**config.mk**
```make
export PLATFORM = sky130hd
export DESIGN_NAME = txser_top
export DESIGN_NICKNAME = d
export VERILOG_FILES = /design/src/rtl/txser_pkg.sv /design/src/rtl/txser_edge.sv /design/src/rtl/txser_capture.sv /design/src/rtl/txser_shift.sv /design/src/rtl/txser_top.sv
export SDC_FILE = /design/constraint.sdc
export NUM_CORES = 1
export LEC_CHECK = 0
export ABC_CLOCK_PERIOD_IN_PS = 3420
export BUFFER_PORTS_ARGS = -buffer_cell sky130_fd_sc_hd__buf_4
export CORE_MARGIN = 2
export CORE_UTILIZATION = 40
export DETAILED_ROUTE_END_ITERATION = 6
export PLACE_DENSITY_LB_ADDON = 0.2
export RECOVER_POWER = 100
export SKIP_LAST_GASP = 1
export SLEW_MARGIN = 25
export SYNTH_ARGS = -nofsm -noshare
export SYNTH_HDL_FRONTEND = slang
export SYNTH_SLANG_ARGS = --single-unit
export TNS_END_PERCENT = 5
```
**constraint.sdc**
```tcl
create_clock -name clk_i -period 3.42 [get_ports clk_i]
set_clock_uncertainty 0.1 [all_clocks]
set_input_delay 0.342 -clock clk_i [delete_from_list [all_inputs] [get_ports clk_i]]
set_output_delay 0.342 -clock clk_i [all_outputs]
set_load 0.05 [all_outputs]
```
**src/rtl/txser_pkg.sv**
```systemverilog
// Shared constants and types for the dual-rate character serializer.
package txser_pkg;
    localparam int CHAR_W  = 10;
    localparam int FRAME_W = 2 * CHAR_W;
    localparam int CNT_W   = $clog2(FRAME_W + 1);
    // Comma code, bit 0 is sent first: 0,0,1,1,1,1,1,0,1,0
    localparam logic [CHAR_W-1:0] COMMA_K = 10'b0101111100;

    typedef struct packed {
        logic              two;  // frame carries both lanes
        logic [CHAR_W-1:0] c1;   // second character (zero in low-rate)
        logic [CHAR_W-1:0] c0;   // first character
    } frame_t;
endpackage

```
**src/rtl/txser_edge.sv**
```systemverilog
// Byte-clock edge finder.
// Assumes the byte clock is slow and stable relative to clk_i (at least 2 cycles per level).
module txser_edge (
    input  logic clk_i,
    input  logic rst_n_i,
    input  logic lvl_i,
    output logic rise_o,
    output logic fall_o
);
    logic lvl_q;

    // Remember the previous sampled level
    always_ff @(posedge clk_i) begin
        if (!rst_n_i) lvl_q <= 1'b0;
        else          lvl_q <= lvl_i;
    end

    // Edge pulses are one cycle wide
    always_comb begin
        rise_o = lvl_i & ~lvl_q;
        fall_o = ~lvl_i & lvl_q;
    end
endmodule

```
**src/rtl/txser_capture.sv**
```systemverilog
// Character capture stage.
// Samples the lanes and mode selects at byte-clock edges and builds one frame per byte period.
// The frame is held until the shifter takes it.
// Assumes the shifter drains each frame before the next byte period completes.
module txser_capture
    import txser_pkg::*;
(
    input  logic              clk_i,
    input  logic              rst_n_i,
    input  logic              rise_i,
    input  logic              fall_i,
    input  logic [CHAR_W-1:0] lane0_i,
    input  logic [CHAR_W-1:0] lane1_i,
    input  logic              rate_hi_i,
    input  logic              pingpong_i,
    input  logic              comma_n_i,
    input  logic              take_i,
    output logic              frm_v_o,
    output frame_t            frm_o
);
    logic [CHAR_W-1:0] first_c;
    logic [CHAR_W-1:0] stage_q;
    logic              wait_fall_q;

    // Lane 0 or the comma code, chosen at the rising edge
    always_comb begin
        first_c = comma_n_i ? lane0_i : COMMA_K;
    end

    // Capture lanes on byte edges; hold the frame until taken
    always_ff @(posedge clk_i) begin
        if (!rst_n_i) begin
            frm_v_o     <= 1'b0;
            frm_o       <= '0;
            stage_q     <= '0;
            wait_fall_q <= 1'b0;
        end else if (rise_i) begin
            if (!rate_hi_i) begin
                frm_o       <= '{two: 1'b0, c1: '0, c0: first_c};
                frm_v_o     <= 1'b1;
                wait_fall_q <= 1'b0;
            end else if (!pingpong_i) begin
                frm_o       <= '{two: 1'b1, c1: lane1_i, c0: first_c};
                frm_v_o     <= 1'b1;
                wait_fall_q <= 1'b0;
            end else begin
                stage_q     <= first_c;
                wait_fall_q <= 1'b1;
                if (take_i) frm_v_o <= 1'b0;
            end
        end else if (fall_i && wait_fall_q) begin
            frm_o       <= '{two: 1'b1, c1: lane1_i, c0: stage_q};
            frm_v_o     <= 1'b1;
            wait_fall_q <= 1'b0;
        end else if (take_i) begin
            frm_v_o <= 1'b0;
        end
    end
endmodule

```
**src/rtl/txser_shift.sv**
```systemverilog
// Frame shifter.
// Sends bit 0 of lane 0 first.
// A two-lane frame sends one bit per cycle; a one-lane frame sends one bit every second cycle.
// A new frame is taken on the cycle the previous one sends its last bit.
module txser_shift
    import txser_pkg::*;
(
    input  logic   clk_i,
    input  logic   rst_n_i,
    input  logic   frm_v_i,
    input  frame_t frm_i,
    output logic   take_o,
    output logic   ser_o,
    output logic   ser_vld_o,
    output logic   bit_hi_o
);
    localparam logic [CNT_W-1:0] N_ONE = CNT_W'(CHAR_W);
    localparam logic [CNT_W-1:0] N_TWO = CNT_W'(FRAME_W);

    logic [FRAME_W-1:0] sreg_q;
    logic [CNT_W-1:0]   cnt_q;
    logic               active_q;
    logic               hi_q;
    logic               div_q;
    logic               step;
    logic               last;

    // Bit step and end-of-frame detection
    always_comb begin
        step   = active_q & (hi_q | div_q);
        last   = step & (cnt_q == CNT_W'(1));
        take_o = frm_v_i & (~active_q | last);
    end

    // Shift out bits and load the next frame
    always_ff @(posedge clk_i) begin
        if (!rst_n_i) begin
            sreg_q    <= '0;
            cnt_q     <= '0;
            active_q  <= 1'b0;
            hi_q      <= 1'b0;
            div_q     <= 1'b0;
            ser_o     <= 1'b0;
            ser_vld_o <= 1'b0;
            bit_hi_o  <= 1'b0;
        end else begin
            ser_vld_o <= 1'b0;
            if (active_q) begin
                div_q <= ~div_q;
                if (step) begin
                    ser_o     <= sreg_q[0];
                    ser_vld_o <= 1'b1;
                    bit_hi_o  <= hi_q;
                    sreg_q    <= sreg_q >> 1;
                    cnt_q     <= cnt_q - CNT_W'(1);
                    if (last) active_q <= 1'b0;
                end
            end
            if (take_o) begin
                sreg_q   <= {frm_i.c1, frm_i.c0};
                cnt_q    <= frm_i.two ? N_TWO : N_ONE;
                hi_q     <= frm_i.two;
                active_q <= 1'b1;
                div_q    <= 1'b0;
            end
        end
    end
endmodule

```
**src/rtl/txser_top.sv**
```systemverilog
// Dual-rate character serializer, top level.
// Finds byte-clock edges, captures one frame per byte period and shifts it out on clk_i.
// Assumes clk_i runs at 2*CHAR_W cycles per byte-clock period.
module txser_top
    import txser_pkg::*;
(
    input  logic              clk_i,
    input  logic              rst_n_i,
    input  logic              byte_clk_i,
    input  logic [CHAR_W-1:0] lane0_i,
    input  logic [CHAR_W-1:0] lane1_i,
    input  logic              rate_hi_i,
    input  logic              pingpong_i,
    input  logic              comma_n_i,
    output logic              ser_o,
    output logic              ser_vld_o
);
    logic   rise;
    logic   fall;
    logic   frm_v;
    frame_t frm;
    logic   take;
    logic   bit_hi;

    txser_edge u_edge (
        .clk_i   (clk_i),
        .rst_n_i (rst_n_i),
        .lvl_i   (byte_clk_i),
        .rise_o  (rise),
        .fall_o  (fall)
    );

    txser_capture u_cap (
        .clk_i      (clk_i),
        .rst_n_i    (rst_n_i),
        .rise_i     (rise),
        .fall_i     (fall),
        .lane0_i    (lane0_i),
        .lane1_i    (lane1_i),
        .rate_hi_i  (rate_hi_i),
        .pingpong_i (pingpong_i),
        .comma_n_i  (comma_n_i),
        .take_i     (take),
        .frm_v_o    (frm_v),
        .frm_o      (frm)
    );

    txser_shift u_shift (
        .clk_i     (clk_i),
        .rst_n_i   (rst_n_i),
        .frm_v_i   (frm_v),
        .frm_i     (frm),
        .take_o    (take),
        .ser_o     (ser_o),
        .ser_vld_o (ser_vld_o),
        .bit_hi_o  (bit_hi)
    );
endmodule

```
* Yosys cells after proc, flatten, opt, wreduce, memory -nomap -nowiden
Index checks and enable logic that the tools add are counted. Widths: inputs -> output; s select.
Operators by class: add/sub/neg operators 1, equal/unequal tests 2, mux-type cells 26, bitwise gates (word level) 12, reductions and logical operators 10
Operators with widths (count):
- $mux 21 | 4
- $mux 20 | 3
- $mux 5 | 4
- $mux 1 | 14
- $mux 10 | 1
- $reduce_and 2->1 | 4
- $reduce_bool 2->1 | 3
- $and 1x1->1 | 5
- $eq 5x1->1 const B | 1
- $not 1->1 | 5
- $sub 5x1->5 const B | 1
- $ne 3x3->1 const B | 1
- $reduce_and 3->1 | 1
- $or 1x1->1 | 2
- $reduce_or 2->1 | 1
- $logic_and 1x1->1 | 1
Word-level totals: flip-flop bits (word level) 64, input bits 26, word-level logic and storage cells 65

* Longest topological paths before layout
depth in word-level cells 9, mapped depth 7, mapped depth without buffers 6

* Cells and area by module
Synthesis repeated with hierarchy kept, for this count alone.
Unflattened totals: cells, all modules 329, area total of the unflattened synthesis 2875.3 sq um
Modules (own cells, without submodules):
- txser_capture | instances 1, cells each 155, area an instance 1468.9 sq um, sequential area each 660.6 sq um
- txser_shift | instances 1, cells each 170, area an instance 1367.6 sq um, sequential area each 620.6 sq um
- txser_edge | instances 1, cells each 4, area an instance 38.8 sq um, sequential area each 20.0 sq um

* Worst setup path before layout
OpenSTA, ideal clock, no wires.
path type register -> register, start point register u_shift.cnt_q[1], end point register u_shift.sreg_q[10], library setup time 0.074 ns, data arrival time 1.366 ns, slack 1.880 ns, cell stages (with the launch flop) 8, path buffers 1, period minus slack after synthesis 1.540 ns, path through dfxtp_1 inv_1 ha_1 nor4b_4 a21oi_1 clkbuf_1 nand2_1 a31oi_1
On the way: longest elaborated chain between the ends 6
Ends and longest elaborated chain:
- start: declaration | RTL line txser_shift.sv:21 | logic [CNT_W-1:0] cnt_q;
- start signal: assignment | RTL line txser_shift.sv:55 | cnt_q <= cnt_q - CNT_W'(1);
- start signal: assignment | RTL line txser_shift.sv:61 | cnt_q <= frm_i.two ? N_TWO : N_ONE;
- $eq 5x1->1 (*) | RTL line txser_shift.sv:31 | last = step & (cnt_q == CNT_W'(1));
- $and 1x1->1 (*) | RTL line txser_shift.sv:31
- $or 1x1->1 (*) | RTL line txser_shift.sv:32 | take_o = frm_v_i & (~active_q | last);
- $and 1x1->1 (*) | RTL line txser_shift.sv:32
- $reduce_bool 2->1 (no source line)
- $reduce_and 2->1 (no source line)
- end signal: assignment | RTL line txser_shift.sv:54 | sreg_q <= sreg_q >> 1;
- end signal: assignment | RTL line txser_shift.sv:60 | sreg_q <= {frm_i.c1, frm_i.c0};
- end: declaration | RTL line txser_shift.sv:20 | logic [FRAME_W-1:0] sreg_q;
Mark *: on every way between the ends. The rest lies on a longest branch, timed or not. A chain may end at the register's enable or synchronous reset.

* Worst setup path after layout
start point register u_shift.cnt_q[1], end point register u_shift.cnt_q[3]
On the way: longest elaborated chain between the ends 6
Ends and longest elaborated chain:
- branches (longest 6 deep; another with $sub 5x1->5)
Several ways; the timed one is not identified. The select of a mux whose other input is x is not followed.

==> flow_summary.yaml <==
placed_design:
  placedCellCount: 417
  post-dp-hpwl_um: 3650
  portBuffers: 27
  gp_congestion: 0.714
  placed_cell_area_um2: 2910
  pre_cts_ws_ns: 1.19
setup_path:
  path_class: "flip-flop to flip-flop"
  worst_setup_path_start_kind: "flip-flop"
  crit_slowest_cell: "nor4b_1"
  worst_r2r_endpoint: "u_shift.cnt_q[3]$_SDFFE_PN0P_"
  end_kind: "flip-flop"
  max_stage_delay_ns: 0.70
  timing.rr.start: "u_shift.cnt_q[1]$_SDFFE_PN0P_"
  critical_path_required_ns: 3.55
  critical_path.cell_chain: "inv_1, ha_1, nor4b_1, a21o_1, o22ai_1, o21a_1"
  worstPathMaxFanout: 25
  arrival_ns: 2.68
  rrSetupSlack_ns: 0.88
  r2r_cells: 6
cts:
  cts_hold_buf: 0
  clk_path_buf_depth: 2
  cts_setup_buffers: 0
  cts_tree: "yes"
  cts_resized: 0
  clk_pin_slew_ns: 0.07
  clk_latency_ns: 0.34
  clock_sinks: 64
  cts_buffers: 9
  cts_root_buf: "clkbuf_8"
  cts_htree_levels: 3
worst_hold_path:
  worstHoldStart: "byte_clk_i"
  min_to: "u_edge.lvl_q$_SDFF_PN0_"
  whs_path_depth: 2
  min_path_type: "primary input to flip-flop"
synthesis:
  synth-seq-cells: 64
  syn_area_per_cell_um2: 8.13
  netlist_area_um2: 2700
  synth.net_count: 360
  ys.warnings.count: 0
  ys_types: 41
  synthArstFlopShare: 0
  synth_edf_count: 0
  seq_area_frac_synth: 0.475
  synthCells: 332
  synth_top_flop_cell: "dfxtp_1"
drt:
  dr.pass1.iters: 4
  drt-total-wl_um: 5530
  via_count: 2292
  post_drt_wl_per_cell_um: 12.8
  post-route-drc-count: 0
  viasPerCell: 5.32
  route.antenna.remaining_nets: 0
  drtIter0Drc: 127
job:
  cap_violations: 0
global_routing:
  antenna_found_initial: 0
  grt_pass1_wl_um: 9650
  grt_pass1_vias: 2134
  track_usage: 0.163
  overflow: 0
  grt_max_degree: 39
floorplan:
  die_w_um: 86.2
  core.rowCount: 29
  dieArea_um2: 7420
  ios: 28
  coreArea_um2: 6420
  fp.dieH_um: 86.2
  start_util: 0.420
sta:
  setup_ws_ns: 0.877
  final_max_slew_viol_count: 0
  hold_viol: 0
  rsz0062_at_grt: "false"
  fin_crit_ns: 2.54
  post-route-period-util: 0.744
  fmax_mhz: 393
  setup_viol: 0
  slew_headroom: 0.319
  setup_tns_ns: 0
  holdWs_ns: 0.134
  worst_pin_slew_ns: 1.02
status:
  run_status: "completed"
pwr:
  powerDensity_nw_per_um2: 506
  leakagePower_nw: 1.08
  ir_worst_vdd_v: 0.000245
  p_comb_frac: 0.115
  seq_power_share: 0.534
  p_int_mw: 1.14
  power.total_mw: 1.54
  power.switching_uw: 395
  p_sw_frac: 0.257
  clkPwrFrac: 0.350
cells_and_area:
  nFillCells: 653
  drive_gt1_frac: 0.119
  finalNonFillerCells: 431
  fin_area_um2: 3040
  diodes: 0
  fin_util: 0.473
  syn_to_final_growth_pct: 12.4
  final_nets: 379
-- area by class of cell --
class,count,area (um2),area share
inverter,3,11.3,0.00371
tap,77,96.3,0.0317
clock buffer,13,149,0.0491
sequential,64,1280,0.422
clock inverter,1,5.00,0.00165
multi-input combinational,240,1260,0.416
timing repair buffer,33,229,0.0754
-- registers in the layout, indices dropped and copies added (netlist names) --
signal             cells
u_cap.wait_fall_q      1
u_cap.stage_q         10
u_shift.ser_o          1
u_shift.active_q       1
u_shift.cnt_q          5
u_shift.sreg_q        20
u_shift.hi_q           1
u_cap.frm_v_o          1
u_cap.frm_o           21
u_edge.lvl_q           1
u_shift.ser_vld_o      1
u_shift.div_q          1
-- layer usage --
layer / wire, um / track usage / vias up
li1: - / - / 1198
met1: 2670 / 0.202 / 1039
met2: 2490 / 0.263 / 46
met3: 272 / 0.0549 / 9
met4: 99 / 0.0635 / 0
met5: 0 / 0 / -
-- logic make-up (layout without fill, tap and decap cells) --
logic type,count (synthesis),in the layout,synth area share
adder cells (fa/ha/maj),2,2,0.00927
flip-flops,64,64,0.475
AO/OA/AOI/OAI,98,98,0.223
XOR/XNOR,1,1,0.00324
AND/OR/NAND/NOR,137,137,0.229
multiplexers,2,2,0.00788
buffers and inverters,28,50,0.0524
-- critical path, delay by kind of cell (launching register included) --
| kind | cells | cell delay [ns] |
|---|---|---|
| flip-flops | 1 | 0.32 |
| AO/OA/AOI/OAI | 3 | 1.08 |
| buffers and inverters | 1 | 0.10 |
| adder cells (fa/ha/maj) | 1 | 0.15 |
| AND/OR/NAND/NOR | 1 | 0.70 |
-- synthesized netlist by cell type (2+ instances only) --
cell	number	area, um2
a31oi_1	19	119
buf_2	7	35.0
inv_1	3	11.3
nor3_1	6	30.0
nand2b_1	2	12.5
ha_1	2	25.0
buf_4	3	22.5
nor2_1	20	75.1
o22ai_1	2	12.5
o21a_1	4	30.0
buf_6	2	22.5
o2bb2ai_1	2	17.5
nand3_1	16	80.1
nand2_1	73	274
a311oi_1	4	35.0
clkbuf_1	11	41.3
nor2b_1	14	87.6
o21ai_0	21	105
a211oi_1	6	45.0
dfxtp_1	64	1280
o211ai_1	6	45.0
a21oi_1	26	130
-- power groups by stage --
stage / combinational, mW / sequential (mW) / clock (mW)
after floorplan: 0.134 / 0.831 / 0
after global placement: 0.178 / 0.837 / 0
after detailed placement: 0.181 / 0.838 / 0
after CTS: 0.181 / 0.822 / 0.555
after global routing: 0.205 / 0.827 / 0.589
final: 0.177 / 0.821 / 0.539
-- worst max path at each step --
stage	start	to	slack, ns	cells after the start
floorplan	u_shift.cnt_q[1]$_SDFFE_PN0P_	u_shift.sreg_q[10]$_SDFFE_PN0P_	1.88	7
global placement	u_shift.hi_q$_SDFFE_PN0P_	u_shift.cnt_q[0]$_SDFFE_PN0P_	1.23	4
detailed placement	u_shift.div_q$_SDFFE_PP0P_	u_shift.cnt_q[0]$_SDFFE_PN0P_	1.19	4
CTS	u_shift.hi_q$_SDFFE_PN0P_	u_shift.cnt_q[0]$_SDFFE_PN0P_	1.17	4
global route	u_shift.cnt_q[1]$_SDFFE_PN0P_	u_shift.cnt_q[3]$_SDFFE_PN0P_	0.66	6
finish	u_shift.cnt_q[1]$_SDFFE_PN0P_	u_shift.cnt_q[3]$_SDFFE_PN0P_	0.88	6
-- cells in the final DEF (no fill, tap or decap), drive strengths merged, types with 14 or more instances in the layout --
cell type | Yosys | layout
nand3 | 16 | 16
nor2b | 14 | 14
dfxtp | 64 | 64
clkbuf | 12 | 18
buf | 13 | 28
a31oi | 19 | 19
nand2 | 73 | 73
a21oi | 26 | 26
o21ai | 22 | 22
nor2 | 20 | 20
Note: power is estimated with default switching activity, not from simulation.
